===== src/rtl/seq_mult.sv =====
module seq_mult #(
  parameter int W = 32
) (
  input  logic         clk,
  input  logic         rst_n,
  input  logic         start,
  input  logic         is_signed,
  input  logic [W-1:0] op_a,
  input  logic [W-1:0] op_b,
  output logic         busy,
  output logic         done,
  output logic [W-1:0] prod_hi,
  output logic [W-1:0] prod_lo
);
  localparam int PW = 2 * W;
  localparam int CW = $clog2(W) + 1;

  logic [PW-1:0] mcand_q, acc_q, res_q;
  logic [W-1:0]  mplier_q;
  logic [CW-1:0] step_q;
  logic          neg_q, busy_q, done_q;

  wire          a_neg = is_signed & op_a[W-1];
  wire          b_neg = is_signed & op_b[W-1];
  wire [W-1:0]  a_mag = a_neg ? -op_a : op_a;
  wire [W-1:0]  b_mag = b_neg ? -op_b : op_b;
  wire [PW-1:0] sum   = acc_q + (mplier_q[0] ? mcand_q : '0);
  wire [PW-1:0] fin   = neg_q ? -sum : sum;
  wire          last  = (step_q == CW'(W - 1));

  always_ff @(posedge clk) begin
    if (!rst_n) begin
      mcand_q  <= '0;
      acc_q    <= '0;
      res_q    <= '0;
      mplier_q <= '0;
      step_q   <= '0;
      neg_q    <= 1'b0;
      busy_q   <= 1'b0;
      done_q   <= 1'b0;
    end else begin
      done_q <= 1'b0;
      if (busy_q) begin
        acc_q    <= sum;
        mcand_q  <= mcand_q << 1;
        mplier_q <= mplier_q >> 1;
        step_q   <= step_q + CW'(1);
        if (last) begin
          busy_q <= 1'b0;
          done_q <= 1'b1;
          res_q  <= fin;
        end
      end else if (start) begin
        mcand_q  <= {{W{1'b0}}, a_mag};
        mplier_q <= b_mag;
        acc_q    <= '0;
        step_q   <= '0;
        neg_q    <= a_neg ^ b_neg;
        busy_q   <= 1'b1;
      end
    end
  end

  assign busy    = busy_q;
  assign done    = done_q;
  assign prod_hi = res_q[PW-1:W];
  assign prod_lo = res_q[W-1:0];
endmodule


===== config.mk =====
export PLATFORM = sky130hd
export DESIGN_NAME = seq_mult
export DESIGN_NICKNAME = d
export VERILOG_FILES = /design/src/rtl/seq_mult.sv
export SDC_FILE = /design/constraint.sdc
export NUM_CORES = 1
export LEC_CHECK = 0
export ABC_AREA = 1
export BUFFER_PORTS_ARGS = -buffer_cell sky130_fd_sc_hd__buf_4
export CAP_MARGIN = 40
export CORE_ASPECT_RATIO = 0.8
export CORE_MARGIN = 2
export CORE_UTILIZATION = 60
export DETAILED_ROUTE_END_ITERATION = 16
export PLACE_DENSITY = 0.86
export SLEW_MARGIN = 20
export SYNTH_ARGS = -nofsm -noshare
export SYNTH_HDL_FRONTEND = slang
export SYNTH_SLANG_ARGS = --single-unit

===== constraint.sdc =====
create_clock -name clk -period 4.4 [get_ports clk]
set_clock_uncertainty 0.2 [all_clocks]
set_input_delay 0.88 -clock clk [delete_from_list [all_inputs] [get_ports clk]]
set_output_delay 0.88 -clock clk [all_outputs]
set_load 0.005 [all_outputs]

* Yosys cells after proc, flatten, opt, wreduce, memory -nomap -nowiden *
Cells that the tools add are included.

word-level totals
  logic and storage cells = 42
  input bits = 68
  register bits = 233

operators by class
  bitwise operators = 5
  equality and inequality tests = 1
  $add $sub $neg = 5
  reduce and logical (&&, ||, !) cells = 5
  multiplexer cells = 16

operators with widths
  kind                                                  count
  2-to-1 mux 64 bit                                     6
  adder 64 bit                                          1
  2-to-1 mux 32 bit                                     2
  negator 32 bit                                        2
  negator 64 bit                                        1
  2-to-1 mux 31 bit                                     2
  2-to-1 mux 6 bit                                      2
  adder 6 x 1 -> 6 bit (second input constant)          1
  equality test 6 x 5 -> 1 bit (second input constant)  1
  AND reduction 2 bit                                   3
  2-to-1 mux 1 bit                                      4
  bitwise AND 1 bit                                     2
  inverter 1 bit                                        2
  nonzero test 2 bit                                    1
  OR reduction 2 bit                                    1
  XOR 1 bit                                             1

* Longest topological paths before layout *
Gate-level depths: netlist (run 1).

  word-level depth = 4
  depth in mapped cells = 29
  depth with buffers taken out = 27

* Worst setup path after synthesis (run 1) *
No wires, ideal clock.

  kind = reg-to-reg
  start = reg mplier_q[0]
  end = reg res_q[38]
  data required time = 4.072 ns
  stages on the path, launching flop included = 25
  arrival time = 3.285 ns
  path buffers = 2
  period minus slack after synthesis = 3.613 ns
  slack = 0.787 ns
  cell sequence = dfxtp_1 > clkbuf_1 > clkbuf_1 > nand2_1 > inv_1 > ha_1 > inv_1 > fa_1 > inv_1 > nand3_1 > nand2_2 > nand2_1 > nand2_2 > inv_1 > nand2_1 > nand2_1 > nor2_1 > nand3_1 > nor2_1 > nand2_1 > nor2_4 > nand2_2 > o21ai_4 > xor2_1 > a21oi_1

on the way
  word-level cells in the longest chain between the ends = 4

ends and longest elaborated chain
  element                   line  text
  start: declaration        19    logic [W-1:0] mplier_q;
  start signal: assignment  46    mplier_q <= mplier_q >> 1;
  start signal: assignment  55    mplier_q <= b_mag;
  2-to-1 mux 64 bit (*)     27    wire [PW-1:0] sum = acc_q + (mplier_q[0] ? mcand_q : '0);
  adder 64 bit (*)          27
  negator 64 bit            28    wire [PW-1:0] fin = neg_q ? -sum : sum;
  2-to-1 mux 64 bit (*)     28
  end signal: assignment    51    res_q <= fin;
  end: declaration          18    logic [PW-1:0] mcand_q, acc_q, res_q;

Every way passes the cells marked *; elsewhere a longest branch is shown, timed or not.
A chain may end at the register's enable or synchronous reset.

* Worst setup path in the final report (run 1) *
  start = reg mplier_q[0]
  end = reg res_q[56]

Same word-level chain as after synthesis.

==> flow_summary.toml, run 1 <==
[global_route]
antenna_found_initial = 0
grt_pass1_wl_mm = 102
gr-usage-met1_pct = 57.8
grt_pass1_vias = 19500
grt-busiest-layer = "met1"
grtUsageMet2_pct = 54.9
grtUsageTotal_pct = 38.5
grt_overflow = 0
grt_max_degree = 161
met3_usage_pct = 10.8

[layout]
nFillCells = 2966
diodes = 0
design_area_sq_um = 21100
nNetsFinal = 3631
syn_to_final_growth_pct = 11.8
drive_gt1_share_pct = 8.85

[timing]
relSlewSlack_pct = 40.6
period_minus_slack_ns = 4.05
tightest_slew_ns = 0.891
finalCritPeriodShare_pct = 92.1
setup_tns_ns = 0
hold_viol = 0
setup_viol = 0
maxSlewViolCount = 0
fmax_ghz = 0.247
rsz0062_at_grt = "no"
fin_ws_ns = 0.346

[floorplan]
fp.dieH_microns = 163
die_x_microns = 202
ios = 134
core.rowCount = 58
core_sq_um = 31200
fp.dieArea_sq_um = 32900
start_util_pct = 60.4

[synthesis]
ys_async_sr_fraction_pct = 0
yosysUniqueCellTypes = 47
synth_ff_type = "dfxtp_1"
ys_seq_elements = 233
synthesis.nets = 3552
synth_edf_count = 0
postSynthAreaPerCell_sq_um = 5.52
ys.warnings.count = 0
seq_area_frac_synth_pct = 24.7
netlist_area_sq_um = 18900
synthCells = 3416

[hold_path]
hold_class = "flip-flop to flip-flop"
hold_start = "res_q[62]$_SDFFE_PN0P_"

[outcome]
status = "finished, final reports clean"

[route]
vias = 22000
ant_nets = 0
drc = 0
wl_mm = 64.5
dr.pass1.iters = 6
wl_per_cell_microns = 16.4
initialDrtViolationCount = 2514
via_per_inst = 5.59

[critical_path]
arrival_ns = 4.31
crit_required_ns = 4.66
worst-setup-path-type = "flip-flop to flip-flop"
critPathSlowestCell = "ha_1"
worstReg2RegStart = "mplier_q[0]$_SDFFE_PN0P_"
crit_chain = "buf_12 > nand2_1 > inv_1 > ha_1 > nand2_1 > nor2_1 > nand2_1 > nor2_1 > nand2_1 > inv_1 > nor2_1 > nand2_1 > nand2_1 > nor2_1 > nand2_1 > nor2_1 > nand3_1 > o21ai_1 > nand3_1 > nand3_1 > nand2_1"
worst_setup_path_start_kind = "flip-flop"
max_stage_delay_ns = 0.44
worstSetupEndpointType = "flip-flop"
path_common_cell = "nand2_1"
cpLargestDelayFamily = "simple AND/OR/NAND/NOR gates"
critPathMaxFanout = 44
cp-startpoint = "mplier_q[0]$_SDFFE_PN0P_"
worst-path-buf-inv = 3

[clocking]
cts.path.max_buffers = 3
htree_levels = 1
clock_tree.root_cell = "clkbuf_16"
cts_made_buffers = 25
clk_pin_slew_worst_paths_ns = 0.07
insertion_delay_ns = 0.57
cts_tree = "built"
cts_num_sinks = 233

[pwr]
clockPowerShare_pct = 43.4
powerDensity_nw_per_um2 = 244
ir_drop_mv = 0.312
power_mw = 5.14
switching_share_pct = 28.5
pwr-share-seq_pct = 42.7
power.leakage_nw = 11.3
pwr-share-comb_pct = 13.9
p_sw_mw = 1.46
p_int_mw = 3.67

[placement]
gp_congestion = 1.10
dp_hpwl_mm = 50.7
port_buffers = 133
post-place-ws_ns = 0.456
postPlaceCellArea_sq_um = 20200

[flow_run]
drv_cap = 0
==> cell families (layout without fill, tap and decap cells) <==
logic type / count (synthesis) / count (layout) / synth area share, %
DFF: 233 / 233 / 24.7
adders and majority gates: 68 / 68 / 4.55
AOI/OAI and AO/OA: 432 / 432 / 12.5
buffers and inverters: 636 / 733 / 12.7
and+or+nand+nor: 2018 / 2018 / 44.1
xor gates and xnor gates: 29 / 29 / 1.35
==> through the flow <==
step | util [%] | std cells | hold slack [ns]
detailed placement | 64.8 | 3887 | 0.245
global placement | 64.7 | 3885 | 0.239
global route | 67.6 | 3933 | 0.273
finish | 67.6 | 3933 | 0.255
CTS | 67.5 | 3932 | 0.258
floorplan | - | 3416 | 0.241
==> worst reg2reg max path: cells and delay by family, from the launching register on <==
kind,cells,cell delay (ns)
buffers and inverters,3,0.32
DFF,1,0.40
and+or+nand+nor,16,2.22
adders and majority gates,1,0.44
AOI/OAI and AO/OA,1,0.35
==> flip-flops by register name, summed over array words and instances, names as in the netlist <==
| register | cells |
|---|---|
| step_q | 6 |
| res_q | 64 |
| busy | 1 |
| done | 1 |
| mplier_q | 32 |
| acc_q | 64 |
| mcand_q | 64 |
| neg_q | 1 |
==> layout make-up <==
cell class	count	area [sq um]	share of cell area, %
Sequential cell	233	4670	22.2
Tap cell	420	526	2.49
Multi-Input combinational cell	2547	11800	56.0
Inverter	539	2030	9.61
Clock inverter	7	106	0.504
Clock buffer	38	744	3.53
Timing Repair Buffer	149	1200	5.70
==> final timing paths <==
path,end,slack (ns),cells past startpoint
min reg2reg,res_q[62]$_SDFFE_PN0P_,0.26,2
min,res_q[62]$_SDFFE_PN0P_,0.26,2
max,res_q[56]$_SDFFE_PN0P_,0.35,21
max reg2reg,res_q[56]$_SDFFE_PN0P_,0.35,21
==> placed cells by master, fill, tap and decap left out, types with 7 or more instances in the layout <==
master     netlist  final
nand4_1         19     19
nor2_4           6      7
inv_1          513    513
ha_1            67     67
xnor2_1          8      8
clkbuf_16        0     25
inv_2           25     24
nand2_1       1386   1386
dfxtp_1        233    230
buf_4            1    142
or2_2            9      9
nand3_2         11     11
xor2_1          21     21
a31oi_1         55     55
o21ai_1         10     10
clkbuf_8         0      7
nor2_1         253    250
nor2_2          22     24
nand3b_1        16     16
nand3_1        218    218
nor3_1          29     29
nand2_2         34     34
o21ai_0        105    105
a21oi_1        225    225
==> routing by layer <==
layer  part of all wire [%]  up-vias  wire, microns
met4                    1.8        0           1160
met2                     39     1133          25000
met1                     45     9939          29100
met5                      0        -              0
met3                     14       94           9230
li1                       -    10800              -
==> cell usage after synthesis (3+ instances only) <==
master,n,area (sq um)
nand2_1,1386,5200
inv_1,513,1930
nor2_1,253,950
dfxtp_1,233,4660
a21oi_1,225,1130
nand3_1,218,1090
o21ai_0,105,526
clkbuf_1,85,319
ha_1,67,838
a31oi_1,55,344
nand2_2,34,213
nor3_1,29,145
inv_2,25,93.8
nor2_2,22,138
xor2_1,21,184
nand4_1,19,119
nand3b_1,16,120
nand3_2,11,110
o21ai_1,10,50.1
or2_2,9,56.3
buf_1,8,30.0
xnor2_1,8,70.1
nor2_4,6,67.6
nor4_1,6,37.5
o21bai_1,5,37.5
o31ai_1,5,37.5
a22oi_1,4,30.0
a32o_1,4,40.0
and2_1,3,18.8
buf_2,3,15.0
o211ai_1,3,22.5
o21ai_2,3,26.3
==> power groups by stage <==
stage,clock network (mW),logic [mW],registers (mW)
6_report,2.23,0.713,2.19
5_1_grt,2.32,0.785,2.20
4_1_cts,2.24,0.695,2.19
3_5_place_dp,0,0.691,2.24
3_3_place_gp,0,0.668,2.24
2_1_floorplan,0,0.478,2.22
==> timing repair <==
action / in CTS / in global routing
buffers inserted: 0 / 1
hold buffers: 0 / 0
resized for setup: 0 / 1
setup endpoints to repair: 0 / 13
Note: power is estimated with default switching activity, not from simulation.
==> run 2, diff against run 1 <==
--- a/config.mk
+++ b/config.mk
@@ -13,6 +13,7 @@
 export CORE_UTILIZATION = 60
 export DETAILED_ROUTE_END_ITERATION = 16
 export PLACE_DENSITY = 0.86
+export RECOVER_POWER = 25
 export SLEW_MARGIN = 20
 export SYNTH_ARGS = -nofsm -noshare
 export SYNTH_HDL_FRONTEND = slang
==> constraint.sdc (replaced) <==
create_clock -name clk -period 5.25 [get_ports clk]
set_clock_uncertainty 0.2 [all_clocks]
set_input_delay 1.05 -clock clk [delete_from_list [all_inputs] [get_ports clk]]
set_output_delay 1.05 -clock clk [all_outputs]
set_load 0.005 [all_outputs]
==> run 2 against run 1 <==
The flow now finishes with violations (max-capacitance violations, max-slew violations). Critical path depth shrank 18. Fmax down 10%. Die area unchanged. First-iteration DRC count up 5.2%. Critical path type unchanged. Critical endpoint is now acc_q[20]$_SDFFE_PN0P_.
==> flow_summary.toml, run 2 (same netlist as run 1, synthesis figures left out) <==
[route]
dr.pass1.iters = 6
wl_per_cell_microns = 17.1
ant_nets = 0
initialDrtViolationCount = 2645
drc = 0
vias = 22200
wl_mm = 67.5
via_per_inst = 5.63

[timing]
tightest_slew_ns = 2.45
rsz0062_at_grt = "no"
fmax_ghz = 0.221
hold_viol = 0
maxSlewViolCount = 311
setup_tns_ns = 0
relSlewSlack_pct = -63.5
finalCritPeriodShare_pct = 86.0
period_minus_slack_ns = 4.52
setup_viol = 0

[clocking]
clk_pin_slew_worst_paths_ns = 0.07
cts_resized = 0
clock_tree.root_cell = "clkbuf_16"
cts_made_buffers = 27
insertion_delay_ns = 0.58
cts_tree = "built"
post_cts_buffers = 0
cts_num_sinks = 233
cts_hold_buf = 0
htree_levels = 1
cts.path.max_buffers = 3

[hold_path]
hold_class = "flip-flop to flip-flop"
min_path_cells = 2
hold_start = "res_q[59]$_SDFFE_PN0P_"
hold_end = "res_q[59]$_SDFFE_PN0P_"

[layout]
post-route-util_pct = 67.5
final_common_cell = "nand2_1"
nFillCells = 2988
drive_gt1_share_pct = 8.89
top_regs = "acc_q x64, mcand_q x64, res_q x64"
nNetsFinal = 3636
design_area_sq_um = 21100
diodes = 0
layout_common_cells = "nand2_1, inv_1, nor2_1, dfxtp_1, a21oi_1"
syn_to_final_growth_pct = 11.8

[global_route]
grt_pass1_wl_mm = 105
antenna_found_initial = 0
grt_max_degree = 103
grt_overflow = 0
grtUsageTotal_pct = 40.3
grt_pass1_vias = 19600

[pwr]
pwr-share-seq_pct = 42.4
power.leakage_nw = 11.3
powerDensity_nw_per_um2 = 207
switching_share_pct = 29.5
clockPowerShare_pct = 44.0
ir_drop_mv = 0.236
pwr-share-comb_pct = 13.6
p_sw_mw = 1.29
p_int_mw = 3.08

[critical_path]
cpLargestDelayFamily = "buffers and inverters"
reg2regPathDepth = 3
crit_chain = "clkbuf_1 > nand2_1 > a21oi_1"
crit_required_ns = 5.56
worst_setup_path_start_kind = "flip-flop"
arrival_ns = 4.82
worst-path-buf-inv = 1
max_stage_delay_ns = 1.83
worstSetupEndpointType = "flip-flop"
critPathSlowestCell = "clkbuf_1"
critPathMaxFanout = 53
worstReg2RegStart = "busy$_SDFF_PN0_"
timing.rr.end = "acc_q[20]$_SDFFE_PN0P_"
worst-setup-path-type = "flip-flop to flip-flop"
worst-r2r-setup-slack_ns = 0.73

[floorplan]
start_util_pct = 60.4
ios = 134
core.rowCount = 58
core_sq_um = 31200
die_x_microns = 202
fp.dieH_microns = 163
fp.dieArea_sq_um = 32900

[flow_run]
drv_cap = 5

[placement]
gp_congestion = 1.05
postPlaceCellArea_sq_um = 20200
dp_hpwl_mm = 53.0
port_buffers = 133

[outcome]
violations = "max-capacitance violations, max-slew violations"
status = "complete, but fails checks"
## run 2: changes by cell type in the layout (fill, tap and decap cells not counted), sizes merged
| cell | previous run | this run |
|---|---|---|
| buf | 149 | 117 |
| clkbuf | 38 | 69 |
| clkinv | 4 | 7 |
| clkinvlp | 1 | 4 |
| inv | 539 | 540 |
## run 2: area by class of cell
| type | count | area, sq um | area share [%] |
|---|---|---|---|
| clock buffers | 34 | 722 | 3.43 |
| clock inverters | 14 | 153 | 0.724 |
| inverters | 539 | 2030 | 9.61 |
| multi-input cells | 2547 | 11800 | 56.0 |
| flip-flops and latches | 233 | 4670 | 22.1 |
| well taps | 420 | 526 | 2.49 |
| repair buffers | 152 | 1170 | 5.57 |
## run 2: stage by stage
step | std cells | hold slack [ns] | worst slack, ns | power [mW]
3_3_place_gp | 3887 | 0.238 | 1.02 | 2.43
3_5_place_dp | 3889 | 0.242 | 0.973 | 2.46
5_1_grt | 3939 | 0.264 | 0.418 | 4.50
4_1_cts | 3937 | 0.254 | 0.960 | 4.35
2_1_floorplan | 3416 | 0.241 | 1.64 | 2.26
6_report | 3939 | 0.253 | 0.735 | 4.36
## run 2: worst max path at each step
stage                             start                     end  slack (ns)  cells after the start
6_report                busy$_SDFF_PN0_  acc_q[20]$_SDFFE_PN0P_        0.73                      3
5_1_grt                 busy$_SDFF_PN0_  acc_q[20]$_SDFFE_PN0P_        0.42                      3
3_3_place_gp   mplier_q[0]$_SDFFE_PN0P_  res_q[61]$_SDFFE_PN0P_        1.02                     25
2_1_floorplan  mplier_q[0]$_SDFFE_PN0P_  res_q[38]$_SDFFE_PN0P_        1.64                     24
3_5_place_dp   mplier_q[0]$_SDFFE_PN0P_  res_q[55]$_SDFFE_PN0P_        0.97                     25
4_1_cts        mplier_q[0]$_SDFFE_PN0P_  res_q[55]$_SDFFE_PN0P_        0.96                     25
## run 2: routing by layer
metal	track usage, %	routed length [microns]
met3	11.1	9760
met1	60.1	30000
met5	0	0
met2	57.8	26500
met4	7.43	1240
## run 2: power groups by stage
stage / clock network, mW / logic [mW] / registers, mW
floorplan: 0 / 0.400 / 1.86
global placement: 0 / 0.547 / 1.89
detailed placement: 0 / 0.571 / 1.89
CTS: 1.92 / 0.574 / 1.85
global route: 1.99 / 0.646 / 1.85
finish: 1.92 / 0.592 / 1.85
## run 2: worst register-to-register path, stage by stage, from the launching register on
cell and delay [ns]:
dfxtp_1 1.63, clkbuf_1 1.83, nand2_1 0.54, a21oi_1 0.26
